File: config.mk
export PLATFORM = sky130hd
export DESIGN_NAME = os_tick_timer
export DESIGN_NICKNAME = d
export VERILOG_FILES = /design/src/rtl/tmr_pkg.sv /design/src/rtl/tmr_decode.sv /design/src/rtl/tmr_core.sv /design/src/rtl/os_tick_timer.sv
export SDC_FILE = /design/constraint.sdc
export NUM_CORES = 1
export LEC_CHECK = 0
export BUFFER_PORTS_ARGS = -buffer_cell sky130_fd_sc_hd__buf_2
export CAP_MARGIN = 20
export CORE_MARGIN = 1.5
export CORE_UTILIZATION = 50
export DETAILED_ROUTE_END_ITERATION = 10
export PLACE_DENSITY = 0.79
export SYNTH_ARGS = -nofsm -noshare
export SYNTH_HDL_FRONTEND = slang
export SYNTH_SLANG_ARGS = --single-unit
File: constraint.sdc
create_clock -name clk -period 4.2 [get_ports clk]
set_clock_uncertainty 0.1 [all_clocks]
set_input_delay 1.26 -clock clk [delete_from_list [all_inputs] [get_ports clk]]
set_output_delay 1.26 -clock clk [all_outputs]
set_load 0.01 [all_outputs]
File: src/rtl/tmr_pkg.sv
package tmr_pkg;

    typedef enum logic [1:0] {
        SEL_NONE   = 2'd0,
        SEL_RELOAD = 2'd1,
        SEL_COUNT  = 2'd2,
        SEL_CTRL   = 2'd3
    } reg_sel_e;

    localparam logic [1:0] SIZE_WORD = 2'b10;

    localparam int OFS_RELOAD = 'h00;
    localparam int OFS_COUNT  = 'h04;
    localparam int OFS_CTRL   = 'h08;

    localparam int CTL_RUN   = 0;
    localparam int CTL_FORCE = 1;
    localparam int CTL_IE    = 2;
    localparam int CTL_AR    = 3;

endpackage

File: src/rtl/tmr_decode.sv
module tmr_decode
    import tmr_pkg::*;
#(
    parameter int ADDR_W = 8
) (
    input  logic              acc_en,
    input  logic              acc_we,
    input  logic [ADDR_W-1:0] acc_addr,
    input  logic [1:0]        acc_size,
    output reg_sel_e          sel,
    output logic              wr_ok,
    output logic              rd_ok,
    output logic              bad
);
    logic width_ok;

    always_comb begin
        width_ok = (acc_size == SIZE_WORD);
        if (acc_addr == ADDR_W'(OFS_RELOAD))     sel = SEL_RELOAD;
        else if (acc_addr == ADDR_W'(OFS_COUNT)) sel = SEL_COUNT;
        else if (acc_addr == ADDR_W'(OFS_CTRL))  sel = SEL_CTRL;
        else                                     sel = SEL_NONE;

        bad = 1'b0;
        if (acc_en) begin
            if (!width_ok)                         bad = 1'b1;
            else if (sel == SEL_NONE)              bad = 1'b1;
            else if (acc_we && sel == SEL_COUNT)   bad = 1'b1;
        end
        wr_ok = acc_en && acc_we && !bad;
        rd_ok = acc_en && !acc_we && !bad;
    end
endmodule

File: src/rtl/tmr_core.sv
module tmr_core
    import tmr_pkg::*;
#(
    parameter int CNT_W = 24
) (
    input  logic             clk,
    input  logic             rst_n,
    input  logic             tick_en,
    input  logic             ctl_wr,
    input  logic [3:0]       ctl_wdata,
    input  logic [CNT_W-1:0] reload_val,
    output logic [CNT_W-1:0] count,
    output logic             run,
    output logic             ar,
    output logic             ie,
    output logic             irq
);
    typedef struct packed {
        logic [CNT_W-1:0] count;
        logic             run;
        logic             ar;
        logic             ie;
        logic             irq;
    } core_state_t;

    localparam core_state_t RESET_STATE = '{
        count: '0, run: 1'b0, ar: 1'b1, ie: 1'b0, irq: 1'b0
    };

    core_state_t s_d, s_q;
    logic        last_step;

    always_comb begin
        s_d       = s_q;
        s_d.irq   = 1'b0;
        last_step = (s_q.count <= CNT_W'(1));

        if (ctl_wr) begin
            s_d.ar = ctl_wdata[CTL_AR];
            s_d.ie = ctl_wdata[CTL_IE];
            if ((ctl_wdata[CTL_RUN] != s_q.run) || ctl_wdata[CTL_FORCE]) begin
                s_d.run = ctl_wdata[CTL_RUN];
                if (ctl_wdata[CTL_RUN]) begin
                    s_d.count = reload_val;
                end
            end
        end else if (s_q.run && tick_en) begin
            if (last_step) begin
                s_d.irq = s_q.ie;
                if (s_q.ar) begin
                    s_d.count = reload_val;
                end else begin
                    s_d.count = '0;
                    s_d.run   = 1'b0;
                end
            end else begin
                s_d.count = s_q.count - CNT_W'(1);
            end
        end
    end

    always_ff @(posedge clk) begin
        if (!rst_n) s_q <= RESET_STATE;
        else        s_q <= s_d;
    end

    assign count = s_q.count;
    assign run   = s_q.run;
    assign ar    = s_q.ar;
    assign ie    = s_q.ie;
    assign irq   = s_q.irq;
endmodule

File: src/rtl/os_tick_timer.sv
module os_tick_timer
    import tmr_pkg::*;
#(
    parameter int ADDR_W = 8,
    parameter int DATA_W = 32,
    parameter int CNT_W  = 24
) (
    input  logic              clk,
    input  logic              rst_n,
    input  logic              acc_en,
    input  logic              acc_we,
    input  logic [ADDR_W-1:0] acc_addr,
    input  logic [1:0]        acc_size,
    input  logic [DATA_W-1:0] acc_wdata,
    output logic [DATA_W-1:0] acc_rdata,
    input  logic              tick_en,
    output logic              irq_pulse,
    output logic              bad_access
);
    localparam logic [CNT_W-1:0] RELOAD_RST = {CNT_W{1'b1}};

    typedef struct packed {
        logic [CNT_W-1:0]  reload;
        logic [DATA_W-1:0] rdata;
        logic              bad;
    } regs_t;

    regs_t    r_d, r_q;
    reg_sel_e sel;
    logic     wr_ok, rd_ok, bad_now;
    logic     ctl_wr;

    logic [CNT_W-1:0] count_w;
    logic             run_w, ar_w, ie_w, irq_w;

    tmr_decode #(.ADDR_W(ADDR_W)) u_decode (
        .acc_en   (acc_en),
        .acc_we   (acc_we),
        .acc_addr (acc_addr),
        .acc_size (acc_size),
        .sel      (sel),
        .wr_ok    (wr_ok),
        .rd_ok    (rd_ok),
        .bad      (bad_now)
    );

    assign ctl_wr = wr_ok && (sel == SEL_CTRL);

    tmr_core #(.CNT_W(CNT_W)) u_core (
        .clk        (clk),
        .rst_n      (rst_n),
        .tick_en    (tick_en),
        .ctl_wr     (ctl_wr),
        .ctl_wdata  (acc_wdata[3:0]),
        .reload_val (r_q.reload),
        .count      (count_w),
        .run        (run_w),
        .ar         (ar_w),
        .ie         (ie_w),
        .irq        (irq_w)
    );

    always_comb begin
        r_d     = r_q;
        r_d.bad = bad_now;

        if (wr_ok && sel == SEL_RELOAD) begin
            r_d.reload = acc_wdata[CNT_W-1:0];
        end

        if (rd_ok) begin
            r_d.rdata = '0;
            case (sel)
                SEL_RELOAD: r_d.rdata[CNT_W-1:0] = r_q.reload;
                SEL_COUNT:  r_d.rdata[CNT_W-1:0] = count_w;
                SEL_CTRL: begin
                    r_d.rdata[CTL_AR]  = ar_w;
                    r_d.rdata[CTL_IE]  = ie_w;
                    r_d.rdata[CTL_RUN] = run_w;
                end
                default:    r_d.rdata = '0;
            endcase
        end else if (acc_en && !acc_we) begin
            r_d.rdata = '0;
        end
    end

    always_ff @(posedge clk) begin
        if (!rst_n) begin
            r_q.reload <= RELOAD_RST;
            r_q.rdata  <= '0;
            r_q.bad    <= 1'b0;
        end else begin
            r_q <= r_d;
        end
    end

    assign acc_rdata  = r_q.rdata;
    assign bad_access = r_q.bad;
    assign irq_pulse  = irq_w;
endmodule

==> metrics.md, run 1 <==
| Metric | Value |
|---|---|
| Min-delay worst type | `flip-flop to flip-flop` |
| Slew Limit Fails | `0` |
| Post-Synth Simple-Gate Area | `around 28%` |
| Largest family of logic cells by synthesized area | `simple AND/OR/NAND/NOR gates` |
| Crit. End Element | `flip-flop` |
| Dpl hpwl | `between 6000 and 7000 microns` |
| Die Area | `about 8800 sq um` |
| Library cells used by synthesis | `50` |
| Critical Path RT | `between 4000 and 5000 ps` |
| Area leader, netlist | `dfxtp_1` |
| IO Pins | `just over 80` |
| Gr ovfl total | `0` |
| Post-CTS Resized | `0` |
| Comb power frac | `4.6%` |
| Worst Path Max Fanout | `14` |
| Max Cap Viol | `0` |
| Mux cell area share after synthesis | `1.83%` |
| DRT Pass-1 Iters | `5` |
| H-Tree Level Count | `3` |
| Status | `finished, final reports clean` |
| # diodes | `0` |
| RSZ-0062 raised after global routing | `no` |
| Share of synthesized registers carrying an async set or reset | `0%` |
| CTS Sinks | `77` |
| Area grow syn2layout | `9.18%` |
| Vias | `~3800` |
| Filler instances | `about 780` |
| FMAX | `slightly below 300 MHz` |
| Setup bufs post-CTS | `0` |
| Clock root cell | `clkbuf_8` |
| Max incr delay on CP | `a little under 600 ps` |
| Worst relative slew slack | `27.1%` |
| Vias in the first global route | `between 3000 and 4000` |
| Startpoint types | `primary input` |
| Sequential area share after synthesis | `between 30% and 40%` |
| Mapped cell area | `4100 sq um` |
| Leakage | `roughly 0.002 uW` |
| Reg power frac | `between 50% and 60%` |
| CP arrival | `around 3600 ps` |
| Synth Warn # | `0` |
| Final wirelength | `approximately 10000 microns` |
| Cell Int Power | `1030 uW` |
| DR vias/cell | `between 5 and 6` |
| Top cells by area, synth | `dfxtp_1, nand2_1, buf_4, a22oi_1, o21ai_0` |
| CTS tree | `built` |
| Initial antenna violation count | `0` |
| ANT nets after route | `0` |
| Remaining DRCs | `0` |
| EDFF count, synth | `0` |
| First-pass GRT wire length | `16900 microns` |
| Clock share of power | `a little over 40%` |
| Chip Width | `around 94 microns` |
| Period minus WS final | `3460 ps` |
| CTS max path bufs | `2` |
| Syn_area_per_cell | `7.94 sq um` |
| Switching power | `roughly 320 uW` |
| Compound-gate portion of the synthesized area | `about a fifth` |
| Adder and majority cell fraction of the synthesized area | `less than 1%` |
| Largest net degree at the start of global routing | `32` |
| Post-CTS Hold Buffers | `0` |
| Post-Synthesis Cells | `between 500 and 600` |
| Post-synth top flop | `dfxtp_1` |
| Max VDD drop | `about 0.00015 V` |
| PortBufs | `64` |
| Worst-margin pin slew | `~1100 ps` |
| Crit path top cell by count | `buf_4` |
| Setup CP Type | `primary input to flip-flop` |
| Routed WL per cell | `approximately 16 microns` |
| Sw Share | `around a quarter` |
| Total power | `roughly 1300 uW` |
| 1st-iter DRT viols | `392` |
| Post-synthesis xor/xnor area fraction | `less than 1%` |
| Row count | `32` |
| Clock transition at path regs | `80 ps` |
| CTS buffer count | `9` |
| Post-route setup TNS | `0 ps` |
| Placer congestion estimate | `just over 0.9` |
| Share of layout cells above drive strength 1 | `between 15 and 20%` |
| Core ar. | `7850 sq um` |
| Period utilization | `between 80% and 90%` |
| Die height | `93.6 microns` |
| Initial Utilization | `52.3%` |
| Yosys top cell area share | `37.6%` |
| CP max-delay cell | `or4_4` |
| Tot GR Track Use | `24.5%` |
| Setup violators final | `0` |
| Pwr/cell area | `between 200 and 300 nW/um^2` |
| Number of synthesized register bits | `a little under 80` |
| Clk_lat worst skew | `between 300 and 400 ps` |
| Nets@finish | `between 500 and 600` |
| Worst path cell trace | `buf_2, or4_4, nor4b_4, buf_4, mux2i_1, buf_4, nand2_1, o22ai_1` |
| Final-report hold violation count | `0` |
worst max-delay path, delay by kind of cell:
family,cells,cell delay [ps]
simple gates,3,1250
buf+inv,3,560
mux,1,210
compound gates,1,340
cell type report:
type                    count  area (sq um)  share of cell area [%]
inverters                   9          33.8                   0.754
clock inverters             6          63.8                    1.42
clock buffers              10           128                    2.85
flip-flops and latches     77          1540                    34.4
repair buffers             78           438                    9.78
well taps                 102           128                    2.85
multi-input cells         369          2150                    47.9
Yosys cell counts (9+ instances only):
| library cell | count |
|---|---|
| clkbuf_1 | 27 |
| a21oi_1 | 20 |
| dfxtp_1 | 77 |
| nand2_1 | 101 |
| nor3_1 | 9 |
| nand3_1 | 31 |
| o21ai_0 | 35 |
| inv_1 | 9 |
| o22ai_1 | 14 |
| nor2_1 | 22 |
| a32o_1 | 11 |
| buf_4 | 34 |
| and2_1 | 27 |
| a22oi_1 | 26 |
layer usage:
layer  vias to the layer above  part of all wire, %  wire length (microns)  GRT usage, %
li1                       1870                    -                      -             -
met1                      1789                   44                   4630          31.9
met2                       140                   47                   4910          39.4
met3                        24                  6.3                    661          5.12
met4                         0                  2.1                    215          9.70
met5                         -                    0                      0             0
power by group through the flow:
stage / logic (uW) / clock network [uW] / registers [uW]
6_report: 61.8 / 551 / 730
5_1_grt: 67.4 / 587 / 730
4_1_cts: 61.7 / 553 / 730
3_5_place_dp: 61.4 / 0 / 747
3_3_place_gp: 59.1 / 0 / 747
2_1_floorplan: 37.3 / 0 / 748
through the flow:
| step | area (sq um) | hold slack, ps | utilization [%] | setup slack, ps | instances |
|---|---|---|---|---|---|
| 2_1_floorplan | 4130 | 328 | - | 884 | 524 |
| 3_3_place_gp | 4290 | 349 | 54.6 | 518 | 635 |
| 3_5_place_dp | 4290 | 362 | 54.6 | 439 | 635 |
| 4_1_cts | 4480 | 374 | 57.1 | 783 | 651 |
| 5_1_grt | 4480 | 416 | 57.1 | 677 | 651 |
| 6_report | 4480 | 374 | 57.1 | 738 | 651 |
placed cells by master, fill, tap and decap left out, types with 7 or more instances in the layout:
master,instances
nand2_1,101
dfxtp_1,77
nor4_1,7
nand3_1,31
nor2_1,22
buf_2,64
a32oi_1,7
a22oi_1,26
buf_4,13
o21ai_0,35
nor3_1,9
inv_1,9
clkbuf_8,9
and2_1,27
o22ai_1,14
conb_1,8
a32o_1,11
a21oi_1,20
cell families (layout without fill, tap and decap cells):
group                      after synthesis  after routing
DFF                                     77             77
other                                    1              8
muxes                                    7              7
and+or+nand+nor                        226            226
buffers and inverters                   78            103
AOI/OAI and AO/OA                      125            125
adders and majority gates                2              2
xor gates and xnor gates                 1              1
sequential cells by signal, indices dropped and copies added (netlist names):
| register | count |
|---|---|
| u_core.count | 24 |
| r_q | 24 |
| u_core.ar | 1 |
| u_core.run | 1 |
| acc_rdata | 24 |
| bad_access | 1 |
| u_core.ie | 1 |
| u_core.irq | 1 |
path summary, 6_finish.rpt:
kind,startpoint,end,slack (ps),depth (start not counted)
setup reg to reg,u_core.count[0],u_core.count[9],1330,8
hold / removal,u_core.ie,u_core.irq,370,2
setup / recovery,acc_addr[5],u_core.count[9],740,8
hold reg to reg,u_core.ie,u_core.irq,370,2
(Power assumes the default switching activity.)
==> run 2, diff against run 1 <==
- clock period: 4.2 -> 3.3 ns (I/O delays scaled with it)
==> metrics.md, run 2 (synthesized netlist as in run 1, its figures left out) <==
| Metric | Value |
|---|---|
| Pwr/cell area | `384 nW/um^2 (was 300 nW/um^2)` |
| Origin of the worst setup path | `acc_size[0] (was acc_addr[5])` |
| Nets@finish | `603 (was 593)` |
| Chip Width | `93.6 microns (unchanged)` |
| Routed WL per cell | `15.8 microns (was 16.0 microns)` |
| Max VDD drop | `0.000238 V (was 0.000153 V)` |
| Worst relative slew slack | `54.1% (was 27.1%)` |
| Placed Cells incl. Taps | `644 (was 635)` |
| Capturing point of the worst reg2reg path | `u_core.count[15] (was u_core.count[9])` |
| First-pass GRT wire length | `17100 microns (was 16900 microns)` |
| Setup CP Type | `primary input to flip-flop (unchanged)` |
| Setup bufs post-CTS | `0 (unchanged)` |
| Final-report hold violation count | `0 (unchanged)` |
| IO Pins | `81 (unchanged)` |
| Remaining DRCs | `0 (unchanged)` |
| Crit. End Element | `flip-flop (unchanged)` |
| Total power | `1750 uW (was 1340 uW)` |
| Initial antenna violation count | `0 (unchanged)` |
| 1st-iter DRT viols | `339 (was 392)` |
| CTS max path bufs | `2 (unchanged)` |
| Row count | `32 (unchanged)` |
| # diodes | `0 (unchanged)` |
| Tot GR Track Use | `25.0% (was 24.5%)` |
| CTS buffer count | `9 (unchanged)` |
| DR vias/cell | `5.89 (was 5.87)` |
| Setup violators final | `0 (unchanged)` |
| Clock transition at path regs | `90 ps (was 80 ps)` |
| Post-CTS Resized | `0 (unchanged)` |
| Final Worst Setup Slack | `293 ps (was 738 ps)` |
| Reg2reg setup slack | `620 ps (was 1330 ps)` |
| Period minus WS final | `around 3000 ps` |
| Dpl hpwl | `6900 microns (was 6980 microns)` |
| Slew Limit Fails | `0 (unchanged)` |
| Commonest non-fill, non-tap cell in the layout | `nand2_1 (unchanged)` |
| Initial Utilization | `52.3% (unchanged)` |
| Hold depth | `2 (unchanged)` |
| Core ar. | `7850 sq um (unchanged)` |
| Gr ovfl total | `0 (unchanged)` |
| Critical Path RT | `3450 ps (was 4370 ps)` |
| Max Cap Viol | `0 (unchanged)` |
| RSZ-0062 raised after global routing | `no (unchanged)` |
| Hold EP | `u_core.irq (unchanged)` |
| Die Area | `8760 sq um (unchanged)` |
| Vias in the first global route | `3546 (was 3523)` |
| Pre-CTS WS | `-71.2 ps (was 439 ps)` |
| Clock root cell | `clkbuf_8 (unchanged)` |
| CTS tree | `built (unchanged)` |
| Share of layout cells above drive strength 1 | `21.1% (was 19.5%)` |
| CP arrival | `3160 ps (was 3630 ps)` |
| DRT Pass-1 Iters | `7 (was 5)` |
| Min-delay worst type | `flip-flop to flip-flop (unchanged)` |
| H-Tree Level Count | `3 (unchanged)` |
| Status | `finished, final reports clean (unchanged)` |
| Die height | `93.6 microns (unchanged)` |
| Post-CTS Hold Buffers | `0 (unchanged)` |
| ANT nets after route | `0 (unchanged)` |
| Startpoint types | `primary input (unchanged)` |
| Period utilization | `91.1%` |
| FMAX | `333 MHz` |
| Vias | `3891 (was 3823)` |
| PortBufs | `64 (unchanged)` |
| Commonest cells after routing, fill and taps aside | `nand2_1, dfxtp_1, buf_2, o21ai_0, nand3_1 (unchanged)` |
| Reg-to-Reg Start | `u_core.count[4] (was u_core.count[0])` |
| R2R depth | `7 (was 8)` |
| Hold_sp | `u_core.ie (unchanged)` |
| Area grow syn2layout | `11.4% (was 9.18%)` |
| Final wirelength | `10500 microns (was 10400 microns)` |
| Placer congestion estimate | `0.940 (was 0.918)` |
| Clk_lat worst skew | `360 ps (about the same)` |
| Leakage | `0.00204 uW (was 0.00198 uW)` |
| Worst-margin pin slew | `683 ps (was 1090 ps)` |
| Worst Path Max Fanout | `19 (was 14)` |
| Largest net degree at the start of global routing | `49 (was 32)` |
| CTS Sinks | `77 (unchanged)` |
| Non-Filler Instances | `661 (was 651)` |
-- run 2: final cells by class --
cell class	count	area [sq um]
inverters	9	33.8
fillers	765	3280
well taps	102	128
clock inverters	7	81.3
multi-input cells	369	2150
repair buffers	88	517
flip-flops and latches	77	1540
clock buffers	9	124
-- run 2: worst max-delay path by stage --
| stage | slack (ps) | cells past startpoint | end |
|---|---|---|---|
| 6_report | 290 | 9 | u_core.count[15] |
| 5_1_grt | 230 | 9 | u_core.count[11] |
| 3_3_place_gp | -30 | 8 | u_core.count[11] |
| 4_1_cts | 320 | 8 | u_core.count[11] |
| 2_1_floorplan | 250 | 7 | u_core.count[13] |
| 3_5_place_dp | -70 | 8 | u_core.count[15] |
-- run 2: worst max-delay path, cell delays in order --
cell and delay (ps):
buf_2 100, or4b_1 580, nor4b_4 390, buf_4 250, a21oi_2 110, buf_6 220, buf_4 190, a32oi_1 220
o22ai_1 90
-- run 2: per-stage QoR --
stage | hold slack [ps] | area [sq um] | TNS, ps | utilization [%]
floorplan | 328 | 4130 | 0 | -
global placement | 356 | 4360 | -83.4 | 55.5
detailed placement | 364 | 4360 | -352 | 55.5
CTS | 375 | 4560 | 0 | 58.1
global route | 401 | 4570 | 0 | 58.3
finish | 377 | 4570 | 0 | 58.3
-- run 2: layer usage --
metal	vias up	share of wire (%)	global-route usage, %
met4	0	1.9	10.6
met5	-	0	0
met2	182	45	39.0
li1	1871	-	-
met1	1810	45	33.2
met3	28	7.6	5.53
-- run 2: report_power, final --
group	switching [uW]	internal, uW
sequential	0.406	929
combinational	49.5	33.3
clock	381	361
total	431	1320
